===== config.mk =====
export PLATFORM = sky130hd
export DESIGN_NAME = keypad_reg_unit
export DESIGN_NICKNAME = d
export VERILOG_FILES = /design/src/rtl/kpd_pkg.sv /design/src/rtl/kpd_snap_fifo.sv /design/src/rtl/kpd_irq_status.sv /design/src/rtl/keypad_reg_unit.sv
export SDC_FILE = /design/constraint.sdc
export NUM_CORES = 1
export LEC_CHECK = 0
export BUFFER_PORTS_ARGS = -buffer_cell sky130_fd_sc_hd__buf_2
export CAP_MARGIN = 20
export CORE_MARGIN = 5
export CORE_UTILIZATION = 52
export CTS_BUF_LIST = sky130_fd_sc_hd__clkbuf_8 sky130_fd_sc_hd__clkbuf_16
export CTS_CLUSTER_SIZE = 25
export DETAILED_ROUTE_END_ITERATION = 12
export PLACE_DENSITY = 0.8
export SLEW_MARGIN = 20
export SYNTH_ARGS = -nofsm -noshare
export SYNTH_HDL_FRONTEND = slang
export SYNTH_SLANG_ARGS = --single-unit

===== constraint.sdc =====
create_clock -name clk_i -period 6.3 [get_ports clk_i]
set_clock_uncertainty 0.15 [all_clocks]
set_input_delay 0.945 -clock clk_i [delete_from_list [all_inputs] [get_ports clk_i]]
set_output_delay 0.945 -clock clk_i [all_outputs]
set_load 0.02 [all_outputs]

===== src/rtl/kpd_pkg.sv =====
package kpd_pkg;
  localparam int A_CTRL    = 0;
  localparam int A_STAT    = 1;
  localparam int A_INIT    = 10;
  localparam int A_RPT     = 11;
  localparam int A_ENT_LO  = 12;
  localparam int A_ENT_HI  = 13;
  localparam int A_WAKE0   = 14;

  localparam int CTRL_EN_BIT    = 0;
  localparam int CTRL_IRQEN_BIT = 3;
  localparam int CTRL_DEB_LSB   = 4;
  localparam int DEB_W          = 10;
  localparam int CTRL_THR_LSB   = 14;
  localparam int THR_W          = 4;

  localparam int STAT_OVF_BIT = 0;
  localparam int STAT_THR_BIT = 2;
  localparam int STAT_CNT_LSB = 4;
  localparam int STAT_CNT_W   = 4;

  typedef struct packed {
    logic [THR_W-1:0] thr;
    logic [DEB_W-1:0] deb;
    logic             irq_en;
    logic             en;
  } ctrl_t;
endpackage


===== src/rtl/kpd_snap_fifo.sv =====
module kpd_snap_fifo #(
  parameter int DEPTH = 8,
  parameter int WIDTH = 64,
  localparam int PTR_W = (DEPTH > 1) ? $clog2(DEPTH) : 1,
  localparam int CNT_W = $clog2(DEPTH + 1)
) (
  input  logic             clk_i,
  input  logic             rst_ni,
  input  logic             flush_i,
  input  logic             push_i,
  input  logic             pop_i,
  input  logic [WIDTH-1:0] data_i,
  output logic [WIDTH-1:0] head_o,
  output logic [CNT_W-1:0] count_o,
  output logic             full_o,
  output logic             empty_o
);
  logic [WIDTH-1:0] mem_q [DEPTH];
  logic [PTR_W-1:0] wr_q, rd_q;
  logic             do_push, do_pop;

  assign full_o  = (count_o == CNT_W'(DEPTH));
  assign empty_o = (count_o == '0);
  assign do_pop  = pop_i && !empty_o;
  assign do_push = push_i && (!full_o || do_pop);
  assign head_o  = empty_o ? '0 : mem_q[rd_q];

  function automatic logic [PTR_W-1:0] inc(input logic [PTR_W-1:0] p);
    return (p == PTR_W'(DEPTH - 1)) ? '0 : p + 1'b1;
  endfunction

  always_ff @(posedge clk_i or negedge rst_ni) begin
    if (!rst_ni) begin
      wr_q    <= '0;
      rd_q    <= '0;
      count_o <= '0;
    end else if (flush_i) begin
      wr_q    <= '0;
      rd_q    <= '0;
      count_o <= '0;
    end else begin
      if (do_push) wr_q <= inc(wr_q);
      if (do_pop)  rd_q <= inc(rd_q);
      if (do_push && !do_pop)      count_o <= count_o + 1'b1;
      else if (do_pop && !do_push) count_o <= count_o - 1'b1;
    end
  end

  always_ff @(posedge clk_i) begin
    if (do_push && !flush_i) mem_q[wr_q] <= data_i;
  end

  p_count_bound_r6: assert property (@(posedge clk_i) disable iff (!rst_ni)
    count_o <= CNT_W'(DEPTH));
  p_flush_empty_r9: assert property (@(posedge clk_i) disable iff (!rst_ni)
    flush_i |=> count_o == '0);
  p_pop_dec_r4: assert property (@(posedge clk_i) disable iff (!rst_ni)
    (!flush_i && pop_i && !push_i && !empty_o) |=> count_o == $past(count_o) - 1'b1);
  p_full_hold_r6: assert property (@(posedge clk_i) disable iff (!rst_ni)
    (!flush_i && push_i && full_o && !pop_i) |=> full_o);
endmodule


===== src/rtl/kpd_irq_status.sv =====
module kpd_irq_status (
  input  logic       clk_i,
  input  logic       rst_ni,
  input  logic       hit_i,
  input  logic       drop_i,
  input  logic       clr_en_i,
  input  logic [2:0] clr_bits_i,
  input  logic       irq_en_i,
  output logic       ovf_o,
  output logic       thr_o,
  output logic       irq_o
);
  always_ff @(posedge clk_i or negedge rst_ni) begin
    if (!rst_ni) begin
      ovf_o <= 1'b0;
      thr_o <= 1'b0;
    end else begin
      // set wins over a same-cycle clear
      if (drop_i)                         ovf_o <= 1'b1;
      else if (clr_en_i && clr_bits_i[0]) ovf_o <= 1'b0;
      if (hit_i)                          thr_o <= 1'b1;
      else if (clr_en_i && clr_bits_i[2]) thr_o <= 1'b0;
    end
  end

  assign irq_o = irq_en_i && thr_o;

  p_thr_set_r7: assert property (@(posedge clk_i) disable iff (!rst_ni)
    hit_i |=> thr_o);
  p_ovf_set_r6: assert property (@(posedge clk_i) disable iff (!rst_ni)
    drop_i |=> ovf_o);
  p_clr_thr_r8: assert property (@(posedge clk_i) disable iff (!rst_ni)
    (clr_en_i && clr_bits_i[2] && !hit_i) |=> !thr_o);
endmodule


===== src/rtl/keypad_reg_unit.sv =====
module keypad_reg_unit
  import kpd_pkg::*;
#(
  parameter int NUM_ROWS   = 16,
  parameter int NUM_COLS   = 8,
  parameter int ENTRIES    = 8,
  parameter int ENTRY_W    = 8,
  parameter int FIFO_DEPTH = 8,
  parameter int DLY_W      = 20,
  parameter int ADDR_W     = 5,
  localparam int SNAP_W    = ENTRIES * ENTRY_W,
  localparam int ROW_W     = (NUM_ROWS > 1) ? $clog2(NUM_ROWS) : 1,
  localparam int CNT_W     = $clog2(FIFO_DEPTH + 1)
) (
  input  logic                         clk_i,
  input  logic                         rst_ni,
  input  logic                         bus_req_i,
  input  logic                         bus_we_i,
  input  logic [ADDR_W-1:0]            bus_addr_i,
  input  logic [31:0]                  bus_wdata_i,
  output logic [31:0]                  bus_rdata_o,
  input  logic                         snap_valid_i,
  input  logic [SNAP_W-1:0]            snap_data_i,
  output logic                         irq_o,
  output logic                         scan_en_o,
  output logic [DEB_W-1:0]             debounce_o,
  output logic [DLY_W-1:0]             init_dly_o,
  output logic [DLY_W-1:0]             repeat_dly_o,
  output logic [NUM_ROWS*NUM_COLS-1:0] wake_mask_o
);
  ctrl_t             ctrl_q;
  logic [DLY_W-1:0]  init_q, rpt_q;
  logic [NUM_COLS-1:0] wake_q [NUM_ROWS];
  logic              wr, rd;
  logic              pop, push, drop, hit;
  logic [SNAP_W-1:0] head;
  logic [CNT_W-1:0]  count;
  logic              full, empty, ovf, thr_flag;
  logic [ADDR_W-1:0] wake_idx;
  logic              unused_bits;

  assign unused_bits = ^{bus_wdata_i[31:DLY_W], empty};

  assign wr = bus_req_i && bus_we_i;
  assign rd = bus_req_i && !bus_we_i;

  always_ff @(posedge clk_i or negedge rst_ni) begin
    if (!rst_ni) begin
      ctrl_q <= '0;
      init_q <= '0;
      rpt_q  <= '0;
    end else if (wr) begin
      if (bus_addr_i == ADDR_W'(A_CTRL)) begin
        ctrl_q.en     <= bus_wdata_i[CTRL_EN_BIT];
        ctrl_q.irq_en <= bus_wdata_i[CTRL_IRQEN_BIT];
        ctrl_q.deb    <= bus_wdata_i[CTRL_DEB_LSB +: DEB_W];
        ctrl_q.thr    <= bus_wdata_i[CTRL_THR_LSB +: THR_W];
      end
      if (bus_addr_i == ADDR_W'(A_INIT)) init_q <= bus_wdata_i[DLY_W-1:0];
      if (bus_addr_i == ADDR_W'(A_RPT))  rpt_q  <= bus_wdata_i[DLY_W-1:0];
    end
  end

  for (genvar r = 0; r < NUM_ROWS; r++) begin : g_wake
    always_ff @(posedge clk_i or negedge rst_ni) begin
      if (!rst_ni) wake_q[r] <= '0;
      else if (wr && bus_addr_i == ADDR_W'(A_WAKE0 + r))
        wake_q[r] <= bus_wdata_i[NUM_COLS-1:0];
    end
    assign wake_mask_o[r*NUM_COLS +: NUM_COLS] = wake_q[r];
  end

  assign pop  = ctrl_q.en && rd && (bus_addr_i == ADDR_W'(A_ENT_HI));
  assign push = ctrl_q.en && snap_valid_i;
  assign drop = push && full && !(pop && count != '0);
  assign hit  = ctrl_q.en && (ctrl_q.thr != '0) && (int'(count) >= int'(ctrl_q.thr));

  kpd_snap_fifo #(.DEPTH(FIFO_DEPTH), .WIDTH(SNAP_W)) i_fifo (
    .clk_i   (clk_i),
    .rst_ni  (rst_ni),
    .flush_i (!ctrl_q.en),
    .push_i  (push),
    .pop_i   (pop),
    .data_i  (snap_data_i),
    .head_o  (head),
    .count_o (count),
    .full_o  (full),
    .empty_o (empty)
  );

  kpd_irq_status i_status (
    .clk_i      (clk_i),
    .rst_ni     (rst_ni),
    .hit_i      (hit),
    .drop_i     (drop),
    .clr_en_i   (wr && bus_addr_i == ADDR_W'(A_STAT)),
    .clr_bits_i (bus_wdata_i[2:0]),
    .irq_en_i   (ctrl_q.irq_en),
    .ovf_o      (ovf),
    .thr_o      (thr_flag),
    .irq_o      (irq_o)
  );

  assign wake_idx = bus_addr_i - ADDR_W'(A_WAKE0);

  always_comb begin
    bus_rdata_o = '0;
    if (bus_addr_i == ADDR_W'(A_CTRL)) begin
      bus_rdata_o[CTRL_EN_BIT]                = ctrl_q.en;
      bus_rdata_o[CTRL_IRQEN_BIT]             = ctrl_q.irq_en;
      bus_rdata_o[CTRL_DEB_LSB +: DEB_W]      = ctrl_q.deb;
      bus_rdata_o[CTRL_THR_LSB +: THR_W]      = ctrl_q.thr;
    end else if (bus_addr_i == ADDR_W'(A_STAT)) begin
      bus_rdata_o[STAT_OVF_BIT]               = ovf;
      bus_rdata_o[STAT_THR_BIT]               = thr_flag;
      bus_rdata_o[STAT_CNT_LSB +: STAT_CNT_W] = STAT_CNT_W'(count);
    end else if (bus_addr_i == ADDR_W'(A_INIT)) begin
      bus_rdata_o[DLY_W-1:0] = init_q;
    end else if (bus_addr_i == ADDR_W'(A_RPT)) begin
      bus_rdata_o[DLY_W-1:0] = rpt_q;
    end else if (bus_addr_i == ADDR_W'(A_ENT_LO)) begin
      bus_rdata_o = head[31:0];
    end else if (bus_addr_i == ADDR_W'(A_ENT_HI)) begin
      bus_rdata_o = head[63:32];
    end else if (int'(bus_addr_i) >= A_WAKE0 && int'(bus_addr_i) < A_WAKE0 + NUM_ROWS) begin
      bus_rdata_o[NUM_COLS-1:0] = wake_q[wake_idx[ROW_W-1:0]];
    end
  end

  assign scan_en_o    = ctrl_q.en;
  assign debounce_o   = ctrl_q.deb;
  assign init_dly_o   = init_q;
  assign repeat_dly_o = rpt_q;

  p_disabled_ignore_r9: assert property (@(posedge clk_i) disable iff (!rst_ni)
    (!ctrl_q.en) |=> count == '0);
  p_drop_keeps_r6: assert property (@(posedge clk_i) disable iff (!rst_ni)
    drop |=> count == CNT_W'(FIFO_DEPTH));
endmodule


# Yosys cells after proc, flatten, opt, wreduce, memory -nomap -nowiden

Memories as Yosys holds them, arrays and structs flattened.
Cells that the tools add are included.

Register bits after elaboration: 196
Bits in latches: 0
Memory bits (writable): 512
Bits in read-only memories: 0
Bits of input ports: 106
Output and inout port bits: 212
Memories kept: 1

Add/subtract/negate cells: 5
$mul: 0
Divide/modulo/power cells: 0
$lt $le $gt $ge: 4
Equality and inequality tests: 27
Shift-type cells: 0
Multiplexer cells: 37
Bitwise operators: 1
Reduce and logical (&&, ||, !) cells: 52

Memories:

| name         | depth | bits a word | rd ports | clocked after memory_dff | wr ports | line                | RTL |
|---|---|---|---|---|---|---|---|
| i_fifo.mem_q | 8     | 64          | 1        | 0                        | 1        | kpd_snap_fifo.sv:18 | `logic [WIDTH-1:0] mem_q [DEPTH];` |

Operator list:

| cell                                                 | count |
|---|---|
| equality test 5 bit (second input constant)          | 14 |
| two-way mux 64 bit                                   | 1 |
| two-way mux 24 bit                                   | 2 |
| two-way mux 20 bit                                   | 2 |
| logical AND 1 bit                                    | 36 |
| binary-select mux 8 bit (select 4 bit)               | 1 |
| two-way mux 32 bit                                   | 1 |
| two-way mux 8 bit                                    | 4 |
| equality test 5 x 4 -> 1 bit (second input constant) | 6 |
| two-way mux 12 bit                                   | 2 |
| two-way mux 3 bit                                    | 6 |
| two-way mux 4 bit                                    | 4 |
| two-way mux 15 bit                                   | 1 |
| two-way mux 14 bit                                   | 1 |
| two-way mux 1 bit                                    | 11 |
| nonzero test 4 bit                                   | 2 |
| adder 3 x 1 -> 3 bit (second input constant)         | 2 |
| equality test 3 bit (second input constant)          | 2 |
| zero test 1 bit                                      | 6 |
| AND reduction 2 bit                                  | 3 |
| equality test 5 x 1 -> 1 bit (second input constant) | 1 |
| >= comparator 5 x 4 -> 1 bit (second input constant) | 1 |
| >= comparator 5 bit (second input constant)          | 1 |
| zero test 5 bit                                      | 1 |
| other kinds (13)                                     | 15 |

# Depth between registers and ports, before layout

Gate-level depths: netlist of the first run.

Depth in word-level cells: 12
Gate-level depth with buffers: 11

# Modules after synthesis

Synthesis of the first run repeated with hierarchy kept, for this count alone.

Cells, all modules: 1,699
Area, all modules: 30,103.9 um2

By module, submodules not included:

| module          | instances | cells each | area each (um2) |
|---|---|---|---|
| kpd_snap_fifo   | 1         | 895        | 20,184.4 |
| keypad_reg_unit | 1         | 797        | 9,840.7 |
| kpd_irq_status  | 1         | 7          | 78.8 |

# Worst setup path after synthesis of the first run

No wires, ideal clock.

Path kind: in2reg
Start point: input port bus_addr_i[4]
End point: memory i_fifo.mem_q[0][0], enable pin
Library setup time: 565 ps
Arrival: 6,286 ps
Required time: 5,585 ps
Path slack: -700 ps
Cell stages on the path: 6
Cell sequence: and3b_1 -> clkbuf_1 -> nand3_1 -> a21oi_1 -> nand2b_1 -> nor3_1

Longest elaborated chain between the ends: 8

Ends and longest elaborated chain:

| element                                 | line                  | RTL |
|---|---|---|
| start, declared                         | keypad_reg_unit.sv:19 | `input logic [ADDR_W-1:0] bus_addr_i,` |
| equality test 5 x 4 -> 1 bit            | keypad_reg_unit.sv:73 | `assign pop = ctrl_q.en && rd && (bus_addr_i == ADDR_W'(A_ENT_HI));` |
| logical AND 1 bit                       | keypad_reg_unit.sv:73 |  |
| logical AND 1 bit                       | kpd_snap_fifo.sv:24   | `assign do_pop = pop_i && !empty_o;` |
| logical OR 1 bit                        | kpd_snap_fifo.sv:25   | `assign do_push = push_i && (!full_o \|\| do_pop);` |
| logical AND 1 bit                       | kpd_snap_fifo.sv:25   |  |
| logical AND 1 bit                       | kpd_snap_fifo.sv:50   | `if (do_push && !flush_i) mem_q[wr_q] <= data_i;` |
| two-way mux 1 bit                       | kpd_snap_fifo.sv:50   |  |
| two-way mux 1 bit (implied by the code) | kpd_snap_fifo.sv:50   |  |
| end, declared                           | kpd_snap_fifo.sv:18   |  |

Every way passes these cells.

# Worst setup path in the final report of the first run

Start point: input port bus_addr_i[1]
End point: output port bus_rdata_o[6]

Longest elaborated chain between the ends: 12
Elaborated cells on any way between the ends: 21
Classes of those cells: 1 x add/sub; 2 x order compare; 5 x eq/ne; 10 x mux; 1 x bitwise; 2 x reduce/logical

Ends and longest elaborated chain:

| element                                              | line                   | RTL |
|---|---|---|
| subtractor 4 bit                                     | keypad_reg_unit.sv:104 | `assign wake_idx = bus_addr_i - ADDR_W'(A_WAKE0);` |
| NOT 4 -> 5 bit (implied by the code)                 | keypad_reg_unit.sv:126 | `bus_rdata_o[NUM_COLS-1:0] = wake_q[wake_idx[ROW_W-1:0]];` |
| binary-select mux 8 bit (select 4 bit)               | keypad_reg_unit.sv:126 |  |
| two-way mux 8 bit (implied by the code) (2 in a row) | keypad_reg_unit.sv:126 |  |
| two-way mux 8 bit                                    | keypad_reg_unit.sv:125 | `end else if (int'(bus_addr_i) >= A_WAKE0 && int'(bus_addr_i) < A_WAKE0 + NUM_ROWS) begin` |
| two-way mux 8 bit                                    | keypad_reg_unit.sv:123 | `end else if (bus_addr_i == ADDR_W'(A_ENT_HI)) begin` |
| two-way mux 32 bit                                   | keypad_reg_unit.sv:121 | `end else if (bus_addr_i == ADDR_W'(A_ENT_LO)) begin` |
| two-way mux 20 bit                                   | keypad_reg_unit.sv:119 | `end else if (bus_addr_i == ADDR_W'(A_RPT)) begin` |
| two-way mux 20 bit                                   | keypad_reg_unit.sv:117 | `end else if (bus_addr_i == ADDR_W'(A_INIT)) begin` |
| two-way mux 4 bit                                    | keypad_reg_unit.sv:113 | `end else if (bus_addr_i == ADDR_W'(A_STAT)) begin` |
| two-way mux 15 bit *                                 | keypad_reg_unit.sv:108 | `if (bus_addr_i == ADDR_W'(A_CTRL)) begin` |
| end, declared                                        | keypad_reg_unit.sv:21  | `output logic [31:0] bus_rdata_o,` |

Every way passes the cells marked *; elsewhere a longest branch is shown, timed or not. The select of a mux whose other input is x is not followed.

==> metrics.yaml, run 1 <==
cells_and_area:
  final_cell_mix: "512 x edfxtp_1, 304 x buf_2, 193 x dfrtp_1"
  multi_input_area_sq_um: 8450
  final_common_cell: "edfxtp_1"
  layout.nets: 1991
  fillers: 3984
  drive_gt1_share_pct: 41.7
  fin_util_pct: 60.5
  area_growth_pct: 15.9
  fin_cells: 2699
  regArea_sq_um: 20300
placement:
  preCtsSetupSlack_ns: 1.19
  gp_congestion: 0.900
  place_hpwl_mm: 46.2
  io_buffers: 305
  place_inst: 2556
critical_path:
  crit_type: "input pin to output port"
  startpoint_type: "input pin"
  arrival_ns: 4.07
  reg2reg_depth: 5
  worstSetupEndpointType: "output port"
  required_ns: 5.20
  path_max_fanout: 32
yosys:
  yosys_warnings: 0
  synth-async-reset-ratio_pct: 27.7
  netlist.area_leader.share_pct: 52.5
  syn_area_per_cell_sq_um: 18.7
  synth-main-ff-cell: "edfxtp_1"
  synthAdderAreaFrac_pct: 0.496
  yosys_register_bits: 708
  yosysSeqAreaShare_pct: 69.3
  synth_area_sq_um: 29300
  yosys.area.top_type: "edfxtp_1"
  synth-compound-area-share_pct: 3.10
  syn-num-nets: 1683
  synth_area_leaders: "edfxtp_1 53%, dfrtp_1 17%, mux4_2 11%"
  synth_cells: 1566
  synth_cell_type_count: 62
  synth_mux_area_share_pct: 21.8
  synth-edff-count: 512
  yosys.area_share.simple_pct: 3.05
  synth_top_family_by_area: "multiplexers"
  synthXorXnorAreaFrac_pct: 0.205
timing:
  slew_headroom_pct: 24.7
  fmax_mhz: 193
  tightestPinTransition_ns: 1.13
  period_share_pct: 82.1
  finalMaxSlewViolations: 0
  finalSetupViolCount: 0
  rsz0062_at_grt: "false"
  fin_tns_setup_ns: 0
  period_minus_slack_ns: 5.17
  final_hold_viol_count: 0
  fin_ws_ns: 1.13
clock_network:
  cts_resized: 0
  cts.sinks: 708
  root_buffer: "clkbuf_16"
  cts_max_level: 3
  cts_setup_buffers: 0
  clk_path_buf_depth: 3
  hold_buffers: 0
  clkTransAtPathRegs_ns: 0.06
  cts_made_buffers: 72
  cts_tree: "done"
  insertion_delay_ns: 0.60
job:
  max_cap_violations: 0
floorplanning:
  core_area_sq_um: 56100
  fp.dieArea_sq_um: 61100
  io_pins: 318
  die_width_microns: 247
  floorplan.initialDensity_pct: 52.2
  rows: 87
  die_h_microns: 247
route:
  drt_iter0_drc: 1332
  drt_first_pass_iters: 7
  ant_nets: 0
  vias: 16100
  drt-vias-per-instance: 5.98
  wl_mm: 72.8
  drc_errors: 0
  wl_per_cell_microns: 27.0
status:
  outcome: "completed"
power:
  vdd_ir_drop_max_mv: 0.333
  leakagePower_nw: 12.7
  pwr_density_cell_nw_per_um2: 309
  power_mw: 10.5
global_routing:
  antenna_found_initial: 20
  grt_max_degree: 86
  grt-ovfl-total: 0
  grt_pass1_vias: 16700
  grt_use_total_pct: 23.6
  grt_pass1_wl_mm: 107
min_path:
  hold_path_class: "input pin to asynchronous set/reset pin"
-- per-stage QoR --
step / hold slack [ns] / instance area [sq um]
after floorplan: 0.312 / 29300
after detailed placement: 0.362 / 31600
after global placement: 0.341 / 31600
after CTS: 0.257 / 33900
final: 0.260 / 33900
after global routing: 0.309 / 33900
-- state kept, by name, indices dropped and copies added (netlist names) --
register and flops:
i_fifo.wr_q 3, scan_en_o 1, i_fifo.mem_q 512, wake_mask_o 128, i_fifo.count_o 4, i_status.ovf_o 1
debounce_o 10, ctrl_q 5, init_dly_o 20, i_status.thr_o 1, i_fifo.rd_q 3, repeat_dly_o 20
-- kinds of logic (layout without fill, tap and decap cells) --
| logic type | Yosys count | after routing |
|---|---|---|
| simple gates | 169 | 169 |
| fa+ha+maj | 11 | 11 |
| xor+xnor | 6 | 6 |
| buf+inv | 115 | 478 |
| other cells | 0 | 14 |
| flops | 708 | 708 |
| compound gates | 120 | 120 |
| mux | 437 | 437 |
-- path summary, 6_finish.rpt --
kind | startpoint | end | slack, ns
min in group clk_i | wake_mask_o[49] | wake_mask_o[49] | 0.38
hold / removal | rst_ni | wake_mask_o[115] | 0.26
setup reg to reg | scan_en_o | i_fifo.mem_q[2][60] | 3.16
setup / recovery | bus_addr_i[1] | bus_rdata_o[6] | 1.13
hold reg to reg | wake_mask_o[49] | wake_mask_o[49] | 0.38
max in group asynchronous | rst_ni | wake_mask_o[11] | 4.45
-- worst max-delay path: stages --
cell,delay [ns]
buf_2,0.55
ha_1,0.38
xor2_2,0.58
mux2i_1,0.42
nor4_1,0.08
a2111oi_0,0.60
a211oi_1,0.28
buf_2,0.23
-- per-layer routing --
layer | global-route usage (%) | vias to the layer above | share of wire [%]
li1 | - | 6947 | -
met1 | 30.1 | 8284 | 38
met2 | 38.8 | 730 | 49
met3 | 6.81 | 166 | 9.7
met4 | 8.71 | 20 | 3.5
met5 | 0 | - | 0.19
-- power breakdown --
group | total [mW] | switching (mW) | internal, mW
combinational | 0.994 | 0.608 | 0.385
sequential | 5.35 | 0.156 | 5.20
clock | 4.14 | 1.74 | 2.41
-- cell usage after synthesis (10+ instances only) --
master and n:
mux2_2 188, and2_1 22, a222oi_1 11, a22oi_1 10, o21ai_0 10, nand3_1 19
dfrtp_1 196, buf_4 32, o22ai_1 26, clkbuf_1 30, buf_1 11, nor2_1 19
nand2b_1 10, inv_1 10, ha_1 10, edfxtp_1 512, nand2_1 49, mux4_2 140
mux2i_1 108, buf_2 30, a21oi_1 12
-- area by class of cell --
| cell class | count | share of cell area [%] |
|---|---|---|
| well taps | 756 | 2.79 |
| multi-input cells | 743 | 24.9 |
| repair buffers | 339 | 5.39 |
| flip-flops and latches | 708 | 59.9 |
| diodes | 14 | 0.103 |
| clock inverters | 51 | 1.17 |
| clock buffers | 78 | 5.66 |
| inverters | 10 | 0.111 |
No activity file was read; power rests on OpenSTA's default activity.
==> inputs of run 2 (changes only) <==
==> constraint.sdc (replaced) <==
create_clock -name clk_i -period 4.5 [get_ports clk_i]
set_clock_uncertainty 0.15 [all_clocks]
set_input_delay 0.675 -clock clk_i [delete_from_list [all_inputs] [get_ports clk_i]]
set_output_delay 0.675 -clock clk_i [all_outputs]
set_load 0.02 [all_outputs]
==> metrics.yaml, run 2 (synthesized netlist as in run 1, its figures left out) <==
status:
  outcome: "completed"
cells_and_area:
  largest_register_ffs: 512
  regArea_sq_um: 20300
  drive_gt1_share_pct: 42.2
  final_common_cell: "edfxtp_1"
  multi_input_area_sq_um: 8450
  layout.nets: 2005
  largest-register: "i_fifo.mem_q"
  fillers: 3970
  final_cell_mix: "512 x edfxtp_1, 304 x buf_2, 193 x dfrtp_1"
  area_growth_pct: 16.4
critical_path:
  r2r-end: "i_fifo.count_o[3]"
  reg2reg_depth: 9
  path_max_fanout: 19
  worst-r2r-setup-slack_ns: 1.42
  worstSetupEndpointType: "output port"
  crit_type: "flip-flop to output port"
  critPathCapture: "bus_rdata_o[6]"
  r2r_start: "i_fifo.count_o[1]"
  startpoint_type: "flip-flop"
  required_ns: 3.67
  worstSetupStartpoint: "i_fifo.rd_q[2]"
  arrival_ns: 3.67
timing:
  rsz0062_at_grt: "false"
  final_hold_viol_count: 0
  finalSetupViolCount: 0
  slew_headroom_pct: 31.7
  fin_tns_setup_ns: 0
  fmax_mhz: 223
  finalMaxSlewViolations: 0
  period_minus_slack_ns: 4.49
  period_share_pct: 99.8
  tightestPinTransition_ns: 1.02
  fin_ws_ns: 0.00726
route:
  dr_wl_met2_mm: 36.5
  top_layer: "met5"
  vias: 16400
  routedLengthMet1_mm: 28.0
  wl_per_cell_microns: 27.2
  ant_nets: 0
  wl_met3_mm: 6.56
  drt-vias-per-instance: 6.06
  drc_errors: 0
  wl_mm: 73.5
  drt_iter0_drc: 1461
  drt_first_pass_iters: 5
global_routing:
  grt_pass1_vias: 17000
  grt_max_degree: 122
  antenna_found_initial: 15
  grt-ovfl-total: 0
  grt_use_total_pct: 24.0
  grt_pass1_wl_mm: 109
placement:
  place_hpwl_mm: 47.5
  preCtsSetupSlack_ns: 0.448
  gp_congestion: 0.925
  io_buffers: 305
power:
  pwr_density_cell_nw_per_um2: 432
  p_clk_share_pct: 39.6
  pwr-share-comb_pct: 9.5
  internal-power_mw: 11.2
  vdd_ir_drop_max_mv: 0.320
  leakagePower_nw: 12.8
  switching_share_pct: 23.8
  switching_power_mw: 3.51
  sequentialPowerShare_pct: 50.9
floorplanning:
  fp.dieArea_sq_um: 61100
  die_width_microns: 247
  floorplan.initialDensity_pct: 52.2
  die_h_microns: 247
  rows: 87
  core_area_sq_um: 56100
  io_pins: 318
clock_network:
  cts_made_buffers: 72
  root_buffer: "clkbuf_16"
  cts_max_level: 3
  cts_setup_buffers: 1
  cts.sinks: 708
  cts_resized: 0
  insertion_delay_ns: 0.60
  clkTransAtPathRegs_ns: 0.06
  hold_buffers: 0
  clk_path_buf_depth: 3
  cts_tree: "done"
min_path:
  hold_path_class: "input pin to asynchronous set/reset pin"
job:
  max_cap_violations: 0
==> run 2: cell types whose count changed in the layout (fill, tap and decap cells not counted), moves of 2 or more <==
cell | before | now
buf_12 | 3 | 10
buf_4 | 31 | 38
clkbuf_16 | 75 | 73
clkbuf_8 | 4 | 7
clkinv_1 | 7 | 9
clkinv_4 | 4 | 0
diode_2 | 14 | 7
inv_1 | 27 | 22
==> run 2: area by class of cell <==
| type | count | area share (%) |
|---|---|---|
| flip-flops and latches | 708 | 59.5 |
| inverters | 10 | 0.110 |
| clock inverters | 45 | 1.18 |
| clock buffers | 79 | 5.60 |
| multi-input cells | 743 | 24.8 |
| diodes | 7 | 0.0514 |
| repair buffers | 353 | 5.93 |
| well taps | 756 | 2.78 |
==> run 2: stage by stage <==
stage	utilization, %	area [sq um]	std cells	power (mW)	hold WS (ns)
after detailed placement	56.6	31700	2569	9.03	0.359
after global routing	60.8	34100	2695	15.3	0.114
after CTS	60.7	34100	2694	14.9	0.0734
after floorplan	-	29300	1566	8.39	0.229
after global placement	56.6	31700	2569	8.97	0.341
final	60.8	34100	2701	14.7	0.0254
==> run 2: how the worst min path moves through the flow <==
stage                             to  slack [ns]           start  cells after the start
finish              wake_mask_o[124]        0.03          rst_ni                      1
global route        wake_mask_o[124]        0.11          rst_ni                      1
CTS                 wake_mask_o[124]        0.07          rst_ni                      1
detailed placement    i_status.ovf_o        0.36  i_status.ovf_o                      2
global placement      i_status.ovf_o        0.34  i_status.ovf_o                      2
floorplan                 ctrl_q[12]        0.23          rst_ni                      0
==> run 2: worst max-delay path, stage by stage, from the launching register on <==
cell,delay [ns]
dfrtp_4,0.69
nor2b_1,0.84
a22o_1,0.27
a221oi_1,0.10
a2111oi_0,0.65
a211oi_1,0.26
buf_2,0.22
==> run 2: power by group through the flow <==
stage	clock network (mW)	logic, mW	registers, mW
after floorplan	0	0.573	7.82
after global placement	0	1.37	7.60
after global routing	6.24	1.49	7.53
after detailed placement	0	1.40	7.63
final	5.83	1.40	7.50
after CTS	5.95	1.41	7.50
==> run 2: per-layer routing <==
layer / up-vias / track usage [%]
met5: - / 0
met4: 14 / 7.95
met3: 159 / 5.93
met2: 748 / 39.8
met1: 8486 / 31.5
li1: 6957 / -
